===== src/rtl/pwm8_pkg.sv =====
package pwm8_pkg;

    localparam int NUM_CH = 2;
    localparam int ADDR_W = 3;
    localparam int NFLAG  = NUM_CH + 1;

    localparam logic [ADDR_W-1:0] A_CTRL  = 3'd0;
    localparam logic [ADDR_W-1:0] A_CFG0  = 3'd1;
    localparam logic [ADDR_W-1:0] A_CMP0  = 3'd3;
    localparam logic [ADDR_W-1:0] A_FLAGS = 3'd5;
    localparam logic [ADDR_W-1:0] A_COUNT = 3'd6;

    typedef enum logic [2:0] {
        CMP_SET  = 3'd0,
        CMP_CLR  = 3'd1,
        CMP_TGL  = 3'd2,
        CMP_PWM  = 3'd3,
        CMP_PWMN = 3'd4,
        CMP_NOP5 = 3'd5,
        CMP_NOP6 = 3'd6,
        CMP_NOP7 = 3'd7
    } cmp_mode_e;

    typedef struct packed {
        logic      mask;
        cmp_mode_e mode;
    } ch_cfg_t;

    // Next pin value for one channel in a running clock.
    function automatic logic next_pin(cmp_mode_e mode, logic cur, logic hit,
                                      logic rising, logic at_zero, logic updown);
        logic res;
        res = cur;
        unique case (mode)
            CMP_SET:  if (hit) res = 1'b1;
            CMP_CLR:  if (hit) res = 1'b0;
            CMP_TGL:  if (hit) res = ~cur;
            CMP_PWM: begin
                if (hit)                   res = rising;
                else if (!updown && at_zero) res = 1'b0;
            end
            CMP_PWMN: begin
                if (hit)                   res = ~rising;
                else if (!updown && at_zero) res = 1'b1;
            end
            default:  res = cur;
        endcase
        return res;
    endfunction

endpackage


===== src/rtl/pwm_counter.sv =====
module pwm_counter #(
    parameter int W = 8
) (
    input  logic         clk,
    input  logic         rst,
    input  logic         tick,
    input  logic         restart,
    input  logic         updown,
    input  logic [W-1:0] top,
    output logic [W-1:0] cnt,
    output logic         rising,
    output logic         zero_evt
);
    localparam logic [W-1:0] ONE = {{(W-1){1'b0}}, 1'b1};

    logic [W-1:0] cnt_q, cnt_n;
    logic         dir_q, up_n;

    always_comb begin
        cnt_n = cnt_q;
        up_n  = 1'b1;
        if (!updown) begin
            cnt_n = cnt_q + ONE;
        end else if (cnt_q == '0) begin
            cnt_n = (top == '0) ? '0 : ONE;
        end else if (dir_q && (cnt_q < top)) begin
            cnt_n = cnt_q + ONE;
        end else begin
            cnt_n = cnt_q - ONE;
            up_n  = 1'b0;
        end
    end

    always_ff @(posedge clk) begin
        if (rst || restart) begin
            cnt_q <= '0;
            dir_q <= 1'b1;
        end else if (tick) begin
            cnt_q <= cnt_n;
            dir_q <= up_n;
        end
    end

    assign cnt      = cnt_q;
    assign rising   = up_n;
    assign zero_evt = tick && (cnt_q != '0) && (cnt_n == '0);

endmodule


===== src/rtl/pwm_channel.sv =====
module pwm_channel
    import pwm8_pkg::*;
#(
    parameter int W        = 8,
    parameter bit BUFFERED = 1'b0
) (
    input  logic         clk,
    input  logic         rst,
    input  logic         tick,
    input  logic [W-1:0] cnt,
    input  logic         rising,
    input  logic         zero_evt,
    input  logic         updown,
    input  logic         load,
    input  logic         cfg_wr,
    input  logic         cmp_wr,
    input  logic [W-1:0] wdata,
    output logic         pin,
    output logic         flag_evt,
    output ch_cfg_t      cfg,
    output logic [W-1:0] cmp_val
);
    ch_cfg_t      cfg_q;
    logic [W-1:0] act_q, pend_q;
    logic         pin_q, hit;

    assign hit = tick && (cnt == act_q);

    always_ff @(posedge clk) begin
        if (rst) begin
            cfg_q  <= '0;
            act_q  <= '0;
            pend_q <= '0;
        end else begin
            if (cfg_wr) cfg_q <= ch_cfg_t'(wdata[3:0]);
            if (BUFFERED) begin
                if (cmp_wr) pend_q <= wdata;
                if (load)   act_q  <= pend_q;
            end else begin
                if (cmp_wr) act_q  <= wdata;
            end
        end
    end

    always_ff @(posedge clk) begin
        if (rst)       pin_q <= 1'b0;
        else if (tick) pin_q <= next_pin(cfg_q.mode, pin_q, hit, rising,
                                         cnt == '0, updown);
    end

    // Channel 0 reports the zero turnaround in up/down mode.
    assign flag_evt = (BUFFERED && updown) ? zero_evt : hit;
    assign pin      = pin_q;
    assign cfg      = cfg_q;
    assign cmp_val  = act_q;

endmodule


===== src/rtl/pwm_irq.sv =====
module pwm_irq #(
    parameter int NF = 3
) (
    input  logic          clk,
    input  logic          rst,
    input  logic          gie,
    input  logic [NF-1:0] set_evt,
    input  logic [NF-1:0] masks,
    input  logic          clr_wr,
    input  logic [NF-1:0] clr_data,
    output logic [NF-1:0] flags,
    output logic          masked_any,
    output logic          irq
);
    logic [NF-1:0] flags_q, keep;
    logic          prev_q, irq_q;

    assign keep       = clr_wr ? clr_data : '1;
    assign masked_any = |(flags_q & masks);

    always_ff @(posedge clk) begin
        if (rst) begin
            flags_q <= '0;
            prev_q  <= 1'b0;
            irq_q   <= 1'b0;
        end else begin
            flags_q <= (flags_q & keep) | set_evt;
            prev_q  <= masked_any;
            irq_q   <= gie && masked_any && !prev_q;
        end
    end

    assign flags = flags_q;
    assign irq   = irq_q;

endmodule


===== src/rtl/pwm_timer8.sv =====
module pwm_timer8
    import pwm8_pkg::*;
#(
    parameter int W = 8
) (
    input  logic              clk,
    input  logic              rst,
    input  logic              run_en,
    input  logic              irq_en,
    input  logic              wr_en,
    input  logic [ADDR_W-1:0] wr_addr,
    input  logic [W-1:0]      wr_data,
    input  logic [ADDR_W-1:0] rd_addr,
    output logic [W-1:0]      rd_data,
    output logic [NUM_CH-1:0] pwm_out,
    output logic              irq_req
);
    logic             ud_mode, ovf_mask, ctrl_wr, tick, cc0_load;
    logic [W-1:0]     cnt_q;
    logic             rising, zero_evt;
    logic [NUM_CH-1:0] ch_evt, ch_mask;
    ch_cfg_t          cfgs   [NUM_CH];
    logic [W-1:0]     cc_act [NUM_CH];
    logic [W-1:0]     cc1_act;
    logic [NFLAG-1:0] flags;
    logic             masked_any, ovf_flag;

    assign ctrl_wr  = wr_en && (wr_addr == A_CTRL);
    assign tick     = run_en && !ctrl_wr;
    assign cc0_load = ctrl_wr || (tick && (cnt_q == '0));

    always_ff @(posedge clk) begin
        if (rst) begin
            ud_mode  <= 1'b0;
            ovf_mask <= 1'b0;
        end else if (ctrl_wr) begin
            ud_mode  <= wr_data[0];
            ovf_mask <= wr_data[1];
        end
    end

    pwm_counter #(.W(W)) u_cnt (
        .clk(clk), .rst(rst), .tick(tick), .restart(ctrl_wr),
        .updown(ud_mode), .top(cc_act[0]), .cnt(cnt_q),
        .rising(rising), .zero_evt(zero_evt)
    );

    for (genvar g = 0; g < NUM_CH; g++) begin : g_ch
        localparam logic [ADDR_W-1:0] CFG_A = ADDR_W'(A_CFG0 + g);
        localparam logic [ADDR_W-1:0] CMP_A = ADDR_W'(A_CMP0 + g);
        pwm_channel #(.W(W), .BUFFERED(g == 0)) u_ch (
            .clk(clk), .rst(rst), .tick(tick), .cnt(cnt_q),
            .rising(rising), .zero_evt(zero_evt), .updown(ud_mode),
            .load(cc0_load),
            .cfg_wr(wr_en && (wr_addr == CFG_A)),
            .cmp_wr(wr_en && (wr_addr == CMP_A)),
            .wdata(wr_data),
            .pin(pwm_out[g]), .flag_evt(ch_evt[g]),
            .cfg(cfgs[g]), .cmp_val(cc_act[g])
        );
        assign ch_mask[g] = cfgs[g].mask;
    end

    pwm_irq #(.NF(NFLAG)) u_irq (
        .clk(clk), .rst(rst), .gie(irq_en),
        .set_evt({ch_evt, zero_evt}),
        .masks({ch_mask, ovf_mask}),
        .clr_wr(wr_en && (wr_addr == A_FLAGS)),
        .clr_data(wr_data[NFLAG-1:0]),
        .flags(flags), .masked_any(masked_any), .irq(irq_req)
    );

    assign cc1_act  = cc_act[1];
    assign ovf_flag = flags[0];

    always_comb begin
        rd_data = '0;
        if (rd_addr == A_CTRL)  rd_data = W'({ovf_mask, ud_mode});
        if (rd_addr == A_FLAGS) rd_data = W'({masked_any, flags});
        if (rd_addr == A_COUNT) rd_data = cnt_q;
        for (int i = 0; i < NUM_CH; i++) begin
            if (rd_addr == ADDR_W'(A_CFG0 + i)) rd_data = W'(cfgs[i]);
            if (rd_addr == ADDR_W'(A_CMP0 + i)) rd_data = cc_act[i];
        end
    end

endmodule


===== config.mk =====
export PLATFORM = sky130hd
export DESIGN_NAME = pwm_timer8
export DESIGN_NICKNAME = d
export VERILOG_FILES = /design/src/rtl/pwm8_pkg.sv /design/src/rtl/pwm_counter.sv /design/src/rtl/pwm_channel.sv /design/src/rtl/pwm_irq.sv /design/src/rtl/pwm_timer8.sv
export SDC_FILE = /design/constraint.sdc
export NUM_CORES = 1
export LEC_CHECK = 0
export BUFFER_PORTS_ARGS = -buffer_cell sky130_fd_sc_hd__buf_4
export CORE_UTILIZATION = 49
export CTS_CLUSTER_SIZE = 16
export DETAILED_ROUTE_END_ITERATION = 6
export GPL_ROUTABILITY_DRIVEN = 0
export PLACE_DENSITY = 0.7
export SETUP_SLACK_MARGIN = 0.15
export SKIP_LAST_GASP = 1
export SLEW_MARGIN = 20
export SYNTH_ARGS = -nofsm -noshare
export SYNTH_HDL_FRONTEND = slang
export SYNTH_HIERARCHICAL = 1
export SYNTH_SLANG_ARGS = --single-unit

===== constraint.sdc =====
create_clock -name clk -period 2.3 [get_ports clk]
set_input_delay 0.23 -clock clk [delete_from_list [all_inputs] [get_ports clk]]
set_output_delay 0.23 -clock clk [all_outputs]
set_load 0.05 [all_outputs]

==> impl_metrics.toml, run 1 <==
[global_routing]
grt_pass1_vias = 3144
met2_usage = 0.447
busiest_layer = "met2"
antenna_found_initial = 0
grt_first_pass_wirelength_microns = 15600
grtUsageMet3 = 0.0346
grt_max_degree = 46
track_usage = 0.271
grt_util_met1 = 0.376
gr-total-overflow = 0

[critical_path]
worst-r2r-setup-slack_ns = 0.1
endpoint_kind = "flip-flop"
critPathRequiredTime_ns = 2.55
cp.arrival_ns = 2.45
path_common_cell = "buf_6"
reg2reg_from = "g_ch[0].u_ch/cmp_val[6]"
critPathMaxStageDelay_ns = 0.35
worstPathMaxFanout = 5
worstPathCellList = "inv_2, ha_4, nand3_2, nor3_2, a22oi_2, buf_6, buf_6, nand4b_1, a221oi_4, mux2_4, a21oi_2, nor2_1"
r2r_cells = 12
path_delay_family = "simple AND/OR/NAND/NOR gates"
worstPathBufferInverterCount = 3
reg2reg_to = "u_irq/flags[1]"
cp-start-kind = "flip-flop"
cp_slowest_cell = "dfxtp_2"
setup.worst_path.class = "reg2reg"

[drt]
drc = 0
via_count = 3229
drt-pass1-iter-count = 5
wire_per_inst_microns = 17.8
viasPerCell = 5.90
drt-initial-drc-count = 247
drt-total-wl_microns = 9750
ant_nets = 0

[sta]
final_max_slew_viol_count = 0
rsz0062_at_grt = "true"
hold_viol = 0
setup_tns_ns = 0
fin_worst_skew_ns = 0.00759
fmax_mhz = 454
worst_slew_margin_rel = 0.648
final.min_clock_period_ns = 2.20
post-route-period-util = 0.957
setup_viol = 0
worst_slew_pin_slew_ns = 0.528

[logic_synthesis]
synthFlopType = "dfxtp_1"
netlist_instances = 398
yosys_register_bits = 50
netlist_area_sq_mm = 0.00345
synth.area.top_cells = "dfxtp_1 (29%), mux2i_1 (13%), nor2_1 (5.4%)"
synth.avg_cell_area_sq_um = 8.66
synth_edf_count = 0
synth_cell_types = 67
ys_seq_area_frac = 0.290
yosysTopAreaCellShare = 0.290
async_flop_share = 0
yosys.area.top_type = "dfxtp_1"
synth_nets = 427
yosysWarnings = 6

[cells_and_area]
syn2layout_area_growth_pct = 22.5
final_common_cell = "buf_4"
nets = 479
num_antenna_cells = 0
drive_gt1_frac = 0.310
final_cell_mix = "buf_4 (63), nor2_1 (50), mux2i_1 (44)"
fin_area_sq_mm = 0.00422

[die]
row_count = 30
die_w_microns = 85.9
die_y_microns = 85.9
initial_utilization = 0.507
core_sq_mm = 0.00679
die_area_sq_mm = 0.00737
io-pin-count = 30

[hold_path]
hold_path.class = "in2reg"
min_delay_path_depth = 3
min_from = "wr_data[7]"
holdPathEnd = "g_ch[1].u_ch/cmp_val[7]"

[cts]
cts_tree = "done"
cts_buffer_depth = 2
root_buffer = "clkbuf_8"
cts.clk_slew.worst_paths_ns = 0.10
cts_made_buffers = 5
clkSinkCount = 50
clock_insertion_delay_worst_skew_ns = 0.31
htreeDepth = 2

[power]
leakage_nw = 1.60
ir_drop_mv = 0.448
cellPowerDensity_mw_per_mm2 = 470

[status]
status = "complete, no violations"

[placed_design]
post_dp_cell_area_sq_mm = 0.00392
hpwl_microns = 7080
numPortBuffers = 29

[flow_run]
maxCapViolCount = 0
layout make-up:
class	instances	area (sq um)
fillers	613	2570
multi-input cells	313	2440
flip-flops and latches	50	1010
repair buffers	65	495
well taps	96	120
clock buffers	5	68.8
inverters	15	56.3
clock inverters	3	25.0
routing by layer:
metal / up-vias / share of wire
met4: 0 / 0.0097
met1: 1555 / 0.44
li1: 1558 / -
met5: - / 0
met2: 104 / 0.49
met3: 12 / 0.061
synthesized netlist by cell type (4+ instances only):
master and instances:
xnor2_1 20, nand3_1 17, inv_1 15, nor2_1 50
nor3_1 12, a22o_1 9, clkbuf_1 11, mux2i_1 44
nor4_1 5, a21oi_1 10, and3_1 4, nand2_1 28
ha_1 10, dfxtp_1 50, nand2b_1 9, nand4_1 5
o211ai_1 4, mux2_2 4, nor4_2 6, o21ai_0 7
nor2b_1 6
through the flow:
| stage | setup slack (ns) | total power, W | hold slack [ns] | utilization | cells |
|---|---|---|---|---|---|
| after detailed placement | -0.0949 | 0.00143 | 0.386 | 0.576 | 533 |
| after global placement | 0.0206 | 0.00142 | 0.380 | 0.576 | 533 |
| after floorplan | 0.150 | 0.00128 | 0.302 | - | 398 |
| after CTS | 0.0822 | 0.00197 | 0.162 | 0.604 | 545 |
| final | 0.0986 | 0.00198 | 0.166 | 0.621 | 547 |
| after global routing | 0.00418 | 0.00208 | 0.174 | 0.621 | 547 |
tightest hold or removal path, delay by kind of cell:
kind,cells,cell delay (ns)
AND/OR/NAND/NOR,1,0.07
buffers and inverters,1,0.09
multiplexers,1,0.06
worst max-delay path by stage:
stage / start / end / slack, ns / cells after the start
finish: g_ch[0].u_ch/cmp_val[6] / u_irq/flags[1] / 0.1 / 12
global route: g_ch[0].u_ch/cmp_val[7] / u_irq/flags[1] / 0.004 / 12
CTS: g_ch[0].u_ch/cmp_val[5] / u_irq/flags[1] / 0.08 / 11
detailed placement: g_ch[0].u_ch/cmp_val[5] / u_irq/flags[1] / -0.09 / 10
global placement: g_ch[0].u_ch/cmp_val[5] / u_irq/flags[1] / 0.02 / 10
floorplan: g_ch[0].u_ch/cmp_val[5] / u_irq/flags[1] / 0.15 / 11
sequential cells by signal (all words and copies together) (netlist names):
signal,count
u_irq/prev_q,1
u_cnt/dir_q,1
u_cnt/cnt,8
ud_mode,1
g_ch.u_ch/pend_q,8
g_ch.u_ch/cmp_val,16
g_ch.u_ch/pin,2
u_irq/flags,3
ovf_mask,1
u_irq/irq,1
g_ch.u_ch/cfg,8
cells by family (layout without fill, tap and decap cells):
family | after synthesis | in the layout | share of synthesized area
flops | 50 | 50 | 0.290
xor+xnor | 22 | 22 | 0.0559
simple gates | 172 | 172 | 0.284
compound gates | 60 | 60 | 0.141
mux | 49 | 49 | 0.144
fa+ha+maj | 10 | 10 | 0.0363
buf+inv | 35 | 88 | 0.0483
repair_timing:
action / 4_1_cts / 5_1_grt
resized for setup: 16 / 22
hold buffers: 0 / 0
endpoints found under the hold margin: 0 / 0
endpoints found under the setup margin: 5 / 8
buffers inserted: 4 / 2
pin swaps: 6 / 14
power breakdown:
part	switching (W)	total [W]	internal, W	leakage [nW]
logic	0.000301	0.000522	0.000221	1.15
registers	0.0000319	0.000928	0.000896	0.410
clock network	0.000314	0.000534	0.000220	0.0447
No activity file was read; power rests on OpenSTA's default activity.
==> run 2: changes to the inputs <==
--- a/config.mk
+++ b/config.mk
@@ -6,11 +6,12 @@
 export NUM_CORES = 1
 export LEC_CHECK = 0
 export BUFFER_PORTS_ARGS = -buffer_cell sky130_fd_sc_hd__buf_4
-export CORE_UTILIZATION = 49
+export CORE_UTILIZATION = 54
 export CTS_CLUSTER_SIZE = 16
 export DETAILED_ROUTE_END_ITERATION = 6
 export GPL_ROUTABILITY_DRIVEN = 0
-export PLACE_DENSITY = 0.7
+export MAX_ROUTING_LAYER = met4
+export PLACE_DENSITY = 0.76
 export SETUP_SLACK_MARGIN = 0.15
 export SKIP_LAST_GASP = 1
 export SLEW_MARGIN = 20
==> impl_metrics.toml, run 2 (same netlist as run 1, synthesis figures left out) <==
[critical_path]
setup.worst_path.class = "reg2reg"
reg2reg_to = "u_irq/flags[1]"
critPathRequiredTime_ns = 2.50
path_depth = 11
cp.arrival_ns = 2.49
worstPathMaxFanout = 5
crit_path_start = "g_ch[0].u_ch/cmp_val[5]"
worstPathBufferInverterCount = 2
reg2reg_from = "g_ch[0].u_ch/cmp_val[5]"
cp_slowest_cell = "dfxtp_2"
path_delay_family = "compound AO/OA/AOI/OAI gates"
worst-r2r-setup-slack_ns = 0.02
endpoint = "u_irq/flags[1]"
cp-start-kind = "flip-flop"
critPathMaxStageDelay_ns = 0.34
endpoint_kind = "flip-flop"
worstPathCellList = "inv_2, ha_4, a211oi_2, o21ai_1, a22oi_2, buf_4, mux2i_4, a221oi_4, mux2_4, a21oi_2, nor2_2"
r2r_cells = 11

[power]
ir_drop_mv = 0.310
leakage_nw = 1.63
cellPowerDensity_mw_per_mm2 = 489

[drt]
drt-total-wl_microns = 9980
ant_nets = 0
drt-pass1-iter-count = 7
drt-initial-drc-count = 229
wire_per_inst_microns = 18.8
via_count = 3343
drc = 0
viasPerCell = 6.30

[sta]
worst_slew_margin_rel = 0.613
setup_viol = 0
post-route-period-util = 0.993
setup_tns_ns = 0
hold_viol = 0
rsz0062_at_grt = "true"
whs_ns = 0.164
worst_slew_pin_slew_ns = 0.576
final.min_clock_period_ns = 2.28
fmax_mhz = 438
final_max_slew_viol_count = 0
fin_worst_skew_ns = 0.0118

[flow_run]
maxCapViolCount = 0

[die]
initial_utilization = 0.572
die_w_microns = 81.9
die_y_microns = 81.9
core_sq_mm = 0.00603
io-pin-count = 30
die_area_sq_mm = 0.00671
row_count = 28

[cells_and_area]
syn2layout_area_growth_pct = 24.4
drive_gt1_frac = 0.311
final_cell_mix = "buf_4 (64), nor2_1 (49), mux2i_1 (41), dfxtp_1 (41), nand2_1 (28)"
ff_latch_area_sq_mm = 0.00101
largest_reg_flops = 16
multi_input_area_sq_mm = 0.00247
num_antenna_cells = 0
nets = 484
final_common_cell = "buf_4"
fill_cells = 469

[global_routing]
grt_first_pass_wirelength_microns = 15000
grt_pass1_vias = 3126
grt_max_degree = 46
track_usage = 0.308
gr-total-overflow = 0
antenna_found_initial = 0

[placed_design]
hpwl_microns = 6850
numPortBuffers = 29

[status]
status = "complete, no violations"

[cts]
cts.clk_slew.worst_paths_ns = 0.10
clkSinkCount = 50
cts_tree = "done"
cts_made_buffers = 5
clock_insertion_delay_worst_skew_ns = 0.32
root_buffer = "clkbuf_8"
cts_buffer_depth = 2
htreeDepth = 2

[hold_path]
hold_path.class = "in2reg"
min_from = "wr_data[7]"
min_delay_path_depth = 3
==> run 2: how the worst min path moves through the flow <==
stage	slack, ns	endpoint
floorplan	0.30	g_ch[1].u_ch/cmp_val[5]
global placement	0.38	u_irq/irq
detailed placement	0.39	u_irq/irq
CTS	0.16	g_ch[0].u_ch/pend_q[7]
global route	0.16	g_ch[1].u_ch/cmp_val[5]
finish	0.16	g_ch[0].u_ch/pend_q[7]
==> run 2: tightest hold or removal path, stage by stage <==
cell and delay, ns:
buf_4 0.08, mux2i_1 0.06, nor2_1 0.07
==> run 2: layout make-up <==
cell class	count	area share
tap	75	0.0219
inverter	15	0.0131
sequential	50	0.237
clock buffer	7	0.0178
clock inverter	1	0.00700
multi-input combinational	313	0.576
timing repair buffer	70	0.128
==> run 2: per-stage QoR <==
step / area [sq um] / util / setup slack, ns / power [W] / instances
after floorplan: 3470 / - / 0.150 / 0.00128 / 398
after global placement: 3900 / 0.647 / 0.00779 / 0.00142 / 513
after detailed placement: 3900 / 0.647 / -0.0812 / 0.00143 / 513
after CTS: 4080 / 0.676 / 0.0658 / 0.00205 / 524
after global routing: 4290 / 0.712 / -0.0771 / 0.00217 / 531
final: 4290 / 0.712 / 0.0160 / 0.00210 / 531
==> run 2: power breakdown <==
part | internal, W | switching, W | total [W]
sequential | 0.000896 | 0.0000329 | 0.000929
clock | 0.000326 | 0.000302 | 0.000628
combinational | 0.000225 | 0.000316 | 0.000541
total | 0.00145 | 0.000650 | 0.00210
==> run 2: per-layer routing <==
metal  wire length (microns)  part of all wire  up-vias  GRT usage
met5                       0                 0        -          -
met4                     276             0.028        0      0.130
met3                     705             0.071       26     0.0600
met2                    4900              0.49      140      0.484
met1                    4100              0.41     1612      0.384
li1                        -                 -     1565          -
==> run 2: repair_timing <==
item	4_1_cts	5_1_grt
cloned	0	0
pin swaps	7	11
buffers inserted	3	7
endpoints found under the setup margin	7	9
hold buffers	0	0
resized for setup	12	32
